==> src/rtl/pwm_pkg.sv <==
package pwm_pkg;
  localparam int PRE_W = 6;
  localparam int CTL_EN_BIT = 2;

  typedef enum logic [1:0] {
    ADDR_PERIOD = 2'd0,
    ADDR_DUTY   = 2'd1,
    ADDR_CTRL   = 2'd2,
    ADDR_TIMER  = 2'd3
  } reg_addr_e;

  typedef enum logic [1:0] {
    DIV2  = 2'd0,
    DIV8  = 2'd1,
    DIV32 = 2'd2,
    DIV64 = 2'd3
  } div_sel_e;

  // last prescaler count before a tick (divide ratio minus one)
  function automatic logic [PRE_W-1:0] pre_limit(input div_sel_e s);
    case (s)
      DIV2:    pre_limit = PRE_W'(1);
      DIV8:    pre_limit = PRE_W'(7);
      DIV32:   pre_limit = PRE_W'(31);
      default: pre_limit = PRE_W'(63);
    endcase
  endfunction
endpackage

==> src/rtl/pwm_prescaler.sv <==
module pwm_prescaler
  import pwm_pkg::*;
(
  input  logic     clk,
  input  logic     rst_n,
  input  logic     en,
  input  logic     clr,
  input  div_sel_e sel,
  output logic     tick
);
  logic [PRE_W-1:0] cnt_q;

  // >= keeps the divider sane when the select shrinks mid-count
  assign tick = en && (cnt_q >= pre_limit(sel));

  always_ff @(posedge clk) begin
    if (!rst_n) begin
      cnt_q <= '0;
    end else if (!en || clr || tick) begin
      cnt_q <= '0;
    end else begin
      cnt_q <= cnt_q + 1'b1;
    end
  end
endmodule

==> src/rtl/pwm_timer.sv <==
module pwm_timer #(
  parameter int CNT_W = 10
) (
  input  logic             clk,
  input  logic             rst_n,
  input  logic             tick,
  input  logic             load,
  input  logic [CNT_W-1:0] load_val,
  input  logic [CNT_W-1:0] period,
  input  logic [CNT_W-1:0] duty_act,
  output logic [CNT_W-1:0] cnt,
  output logic             period_hit,
  output logic             duty_hit
);
  logic step;

  // a software load wins over a tick in the same cycle
  assign step       = tick && !load;
  assign period_hit = step && (cnt == period);
  assign duty_hit   = step && !period_hit && (cnt == duty_act);

  always_ff @(posedge clk) begin
    if (!rst_n) begin
      cnt <= '0;
    end else if (load) begin
      cnt <= load_val;
    end else if (period_hit) begin
      cnt <= '0;
    end else if (step) begin
      cnt <= cnt + 1'b1;
    end
  end
endmodule

==> src/rtl/pwm_out.sv <==
module pwm_out #(
  parameter int CNT_W = 10
) (
  input  logic             clk,
  input  logic             rst_n,
  input  logic             en,
  input  logic             period_hit,
  input  logic             duty_hit,
  input  logic [CNT_W-1:0] duty_buf,
  output logic [CNT_W-1:0] duty_act,
  output logic             pwm,
  output logic             irq
);
  always_ff @(posedge clk) begin
    if (!rst_n) begin
      duty_act <= '0;
      pwm      <= 1'b0;
      irq      <= 1'b0;
    end else begin
      irq <= period_hit;
      if (period_hit) duty_act <= duty_buf;
      // set has priority over reset; disable forces low
      if (!en)             pwm <= 1'b0;
      else if (period_hit) pwm <= 1'b1;
      else if (duty_hit)   pwm <= 1'b0;
    end
  end
endmodule

==> src/rtl/pwm_chan.sv <==
module pwm_chan
  import pwm_pkg::*;
#(
  parameter int CNT_W = 10
) (
  input  logic             clk,
  input  logic             rst_n,
  input  logic             wr_en,
  input  logic [1:0]       wr_addr,
  input  logic [CNT_W-1:0] wr_data,
  output logic [CNT_W-1:0] tmr_o,
  output logic             pwm_o,
  output logic             irq_o
);
  logic [CNT_W-1:0] per_q;
  logic [CNT_W-1:0] dbuf_q;
  logic [CNT_W-1:0] dact_w;
  div_sel_e         sel_q;
  logic             en_q;
  logic             tick_w;
  logic             tmr_wr_w;
  logic             period_hit_w;
  logic             duty_hit_w;

  assign tmr_wr_w = wr_en && (reg_addr_e'(wr_addr) == ADDR_TIMER);

  always_ff @(posedge clk) begin
    if (!rst_n) begin
      per_q  <= '0;
      dbuf_q <= '0;
      sel_q  <= DIV2;
      en_q   <= 1'b0;
    end else if (wr_en) begin
      case (reg_addr_e'(wr_addr))
        ADDR_PERIOD: per_q <= wr_data;
        ADDR_DUTY:   dbuf_q <= wr_data;
        ADDR_CTRL: begin
          sel_q <= div_sel_e'(wr_data[1:0]);
          en_q  <= wr_data[CTL_EN_BIT];
        end
        default: ;
      endcase
    end
  end

  pwm_prescaler pre_i (
    .clk  (clk),
    .rst_n(rst_n),
    .en   (en_q),
    .clr  (tmr_wr_w),
    .sel  (sel_q),
    .tick (tick_w)
  );

  pwm_timer #(.CNT_W(CNT_W)) tmr_i (
    .clk       (clk),
    .rst_n     (rst_n),
    .tick      (tick_w),
    .load      (tmr_wr_w),
    .load_val  (wr_data),
    .period    (per_q),
    .duty_act  (dact_w),
    .cnt       (tmr_o),
    .period_hit(period_hit_w),
    .duty_hit  (duty_hit_w)
  );

  pwm_out #(.CNT_W(CNT_W)) out_i (
    .clk       (clk),
    .rst_n     (rst_n),
    .en        (en_q),
    .period_hit(period_hit_w),
    .duty_hit  (duty_hit_w),
    .duty_buf  (dbuf_q),
    .duty_act  (dact_w),
    .pwm       (pwm_o),
    .irq       (irq_o)
  );
endmodule

==> config.mk <==
export PLATFORM = sky130hd
export DESIGN_NAME = pwm_chan
export DESIGN_NICKNAME = d
export VERILOG_FILES = /design/src/rtl/pwm_pkg.sv /design/src/rtl/pwm_prescaler.sv /design/src/rtl/pwm_timer.sv /design/src/rtl/pwm_out.sv /design/src/rtl/pwm_chan.sv
export SDC_FILE = /design/constraint.sdc
export NUM_CORES = 1
export LEC_CHECK = 0
export ABC_AREA = 1
export BUFFER_PORTS_ARGS = -buffer_cell sky130_fd_sc_hd__clkbuf_2
export CAP_MARGIN = 20
export CORE_ASPECT_RATIO = 1.2
export CORE_MARGIN = 4
export CORE_UTILIZATION = 56
export CTS_BUF_LIST = sky130_fd_sc_hd__clkbuf_8
export CTS_CLUSTER_SIZE = 16
export DETAILED_ROUTE_END_ITERATION = 6
export PLACE_DENSITY = 0.81
export SYNTH_ARGS = -nofsm -noshare
export SYNTH_HDL_FRONTEND = slang
export SYNTH_SLANG_ARGS = --single-unit
==> constraint.sdc <==
create_clock -name clk -period 4.1 [get_ports clk]
set_input_delay 0.41 -clock clk [delete_from_list [all_inputs] [get_ports clk]]
set_output_delay 0.41 -clock clk [all_outputs]
set_load 0.01 [all_outputs]
==> results.ini <==
[synth]
yosys-top-cells-area=dfxtp_1 (38%), nand2_1 (14%), nor2_1 (8.1%), inv_1 (7.5%), nand3_1 (6.0%)
synth_edf_count=0
yosys-top-cells-count=nand2_1 (101), nor2_1 (57), inv_1 (53)
synth_fa_ha_area_frac=0.03296
synth_area_um2=2658
synth_top_area_frac=0.3842
async_reset_ff_frac=0
synth_xor_area_frac=0.04614
ys.flop_type=dfxtp_1
yosys_warnings=0
syn_inst=406
synth_fp_nets=428
synth_most_common_cell=nand2_1
synth_seq_cells=51
synth_compound_area_frac=0.1055
synth_cell_type_count=24
synth_area_leader_cell=dfxtp_1
synth_top_family_by_area=simple AND/OR/NAND/NOR gates
synth.avg_cell_area_um2=6.546
yosys.area_share.simple=0.3126
ys_seq_area_frac=0.3842
synthMuxAreaShare=0

[timing]
worst_slew_pin_slew_ps=748.0
fmax_ghz=0.4207
skew_ps=3.376
fin_tns_setup_ps=0
maxSlewViolCount=0
fin_crit_sh=0.5798
max_slew_margin=0.4995
period_minus_slack_ps=2377
hold_viol=0
rsz0062_at_grt=false
setup_violations=0

[place]
dpl.hpwl_um=4362
place_inst=471
dpl-instance-area_um2=2759
routabilityCongestion=0.9027
port_buffers=26

[grt]
grt_usage=0.2034
grt_pass1_vias=2204
antenna_found_initial=0
grt_pass1_wl_um=10010
met2_usage=0.3401
grt_start_max_net_pins=37
grt_use_met3=0.03373
grt_overflow=0
grt.busiest_layer=met2
grt_use_met1=0.2718

[clock_tree]
cts_tree=done
cts_resized=0
cts.sinks=51
cts_buffer_depth=2
holdBufCountCts=0
cts_root_buf=clkbuf_8
cts_buffers=5
clock_latency_ps=300
ctsHtreeMaxLevel=2
clk_pin_slew_ps=90
cts_setup_buffers=0

[worst_setup_path]
critical_path.top_delay_family=simple AND/OR/NAND/NOR gates
cp_cell_sequence=nand2_1 > ha_1 > nand2_1 > nor2_1 > nand2_1 > nand3_1 > nand2_1 > nor2_1 > nand3_1 > a21oi_1
critPathLaunchType=register
crit_buf_inv=0
worst_ep_arrival_time_ps=2610
cp_max_fo=12
cpMaxStageDelayCell=nor2_1
path_class=reg -> reg
cp_slowest_stage_delay_ps=660
cp.required_ps=4330
r2r_slack_ps=1720
cp_common_cell=nand2_1
worstSetupEndpointType=register

[cells_and_area]
area_growth_pct=7.816
nFillCells=445
drive_gt1_frac=0.09524
multi_input_area_um2=1321
antenna_cells=0
fin_area_um2=2865
seq_area_um2=1021
final_net_count=442
fin_cells=478

[min_path]
hp-class=in -> reg

[floorplanning]
io_pins=27
die_x_um=70.89
initial_core_util=0.5784
rows=27
die_h_um=83.47
coreArea_um2=4594
dieArea_um2=5916

[detailed_routing]
wl_per_cell_um=12.12
drt_iter0_drc=167
routed_wl_um=5795
vias=2392
dr.pass1.iters=4
drc=0
drtAntennaViolNets=0
viasPerCell=5.004

[job]
maxCapViolCount=0

[run_status]
status=finished clean

[power]
ir_drop_uv=323.8
powerDensity_nw_per_um2=335.7
leakage_nw=1.288

==> flip-flops by register name (all words and copies together) (netlist names) <==
register / count
out_i.pwm: 1
dbuf_q: 10
en_q: 1
out_i.irq: 1
sel_q: 2
tmr_i.cnt: 10
out_i.duty_act: 10
pre_i.cnt_q: 6
per_q: 10
==> final cells by class <==
class                      instances  share of cell area
clock buffer                       5             0.02402
clock inverter                     2             0.01310
inverter                          57             0.07467
multi-input combinational        279              0.4611
sequential                        51              0.3563
tap                               58             0.02533
timing repair buffer              26             0.04541
==> cells by family (layout without fill, tap and decap cells) <==
family	count (synthesis)	in the layout
AO/OA/AOI/OAI	56	56
XOR/XNOR	14	14
adder cells (fa/ha/maj)	7	7
buffers and inverters	76	90
flip-flops	51	51
AND/OR/NAND/NOR	202	202
==> through the flow <==
stage | hold WS (ps) | power [W] | setup slack (ps) | util
floorplan | 429.7 | 0.0006086 | 2504 | -
global placement | 441.0 | 0.0006354 | 1882 | 0.6005
detailed placement | 445.4 | 0.0006373 | 1778 | 0.6005
CTS | 372.0 | 0.0009685 | 1729 | 0.6236
global route | 411.3 | 0.001003 | 1440 | 0.6236
finish | 378.8 | 0.0009618 | 1723 | 0.6236
==> cells in the final DEF, fill, tap and decap left out, types with 4 or more instances in the layout <==
cell type and count:
nand4_1 4, nand2_1 101, ha_1 7, nand3_1 32, inv_2 4, clkbuf_8 5
inv_1 53, a21oi_1 29, nor2_1 57, dfxtp_1 51, clkbuf_2 26, xnor2_1 6
o21ai_0 27, xor2_1 8
==> worst paths after layout <==
path                                  end  startpoint  cells past startpoint
worst min register to register  dbuf_q[4]   dbuf_q[4]                      2
worst max-delay path            out_i.pwm    sel_q[0]                     10
worst max register to register  out_i.pwm    sel_q[0]                     10
worst min-delay path             per_q[6]  wr_data[6]                      3
==> routing by layer <==
layer  wire [µm]  vias to the layer above  share of wire
li1            -                     1289              -
met1        2651                     1054           0.46
met2        2811                       42           0.49
met3         253                        7          0.044
met4          78                        0          0.013
met5           0                        -              0
==> where the power goes <==
part,internal (W),switching [W]
logic,0.0000352,0.0000673
clock network,0.000178,0.000157
registers,0.000510,0.0000132
==> worst reg2reg max path: cells and delay by family, from the launching register on <==
family,cells,cell delay (ps)
simple gates,8,1480
flops,1,370
compound gates,1,180
fa+ha+maj,1,290
Power figures use the tool's default switching activity.
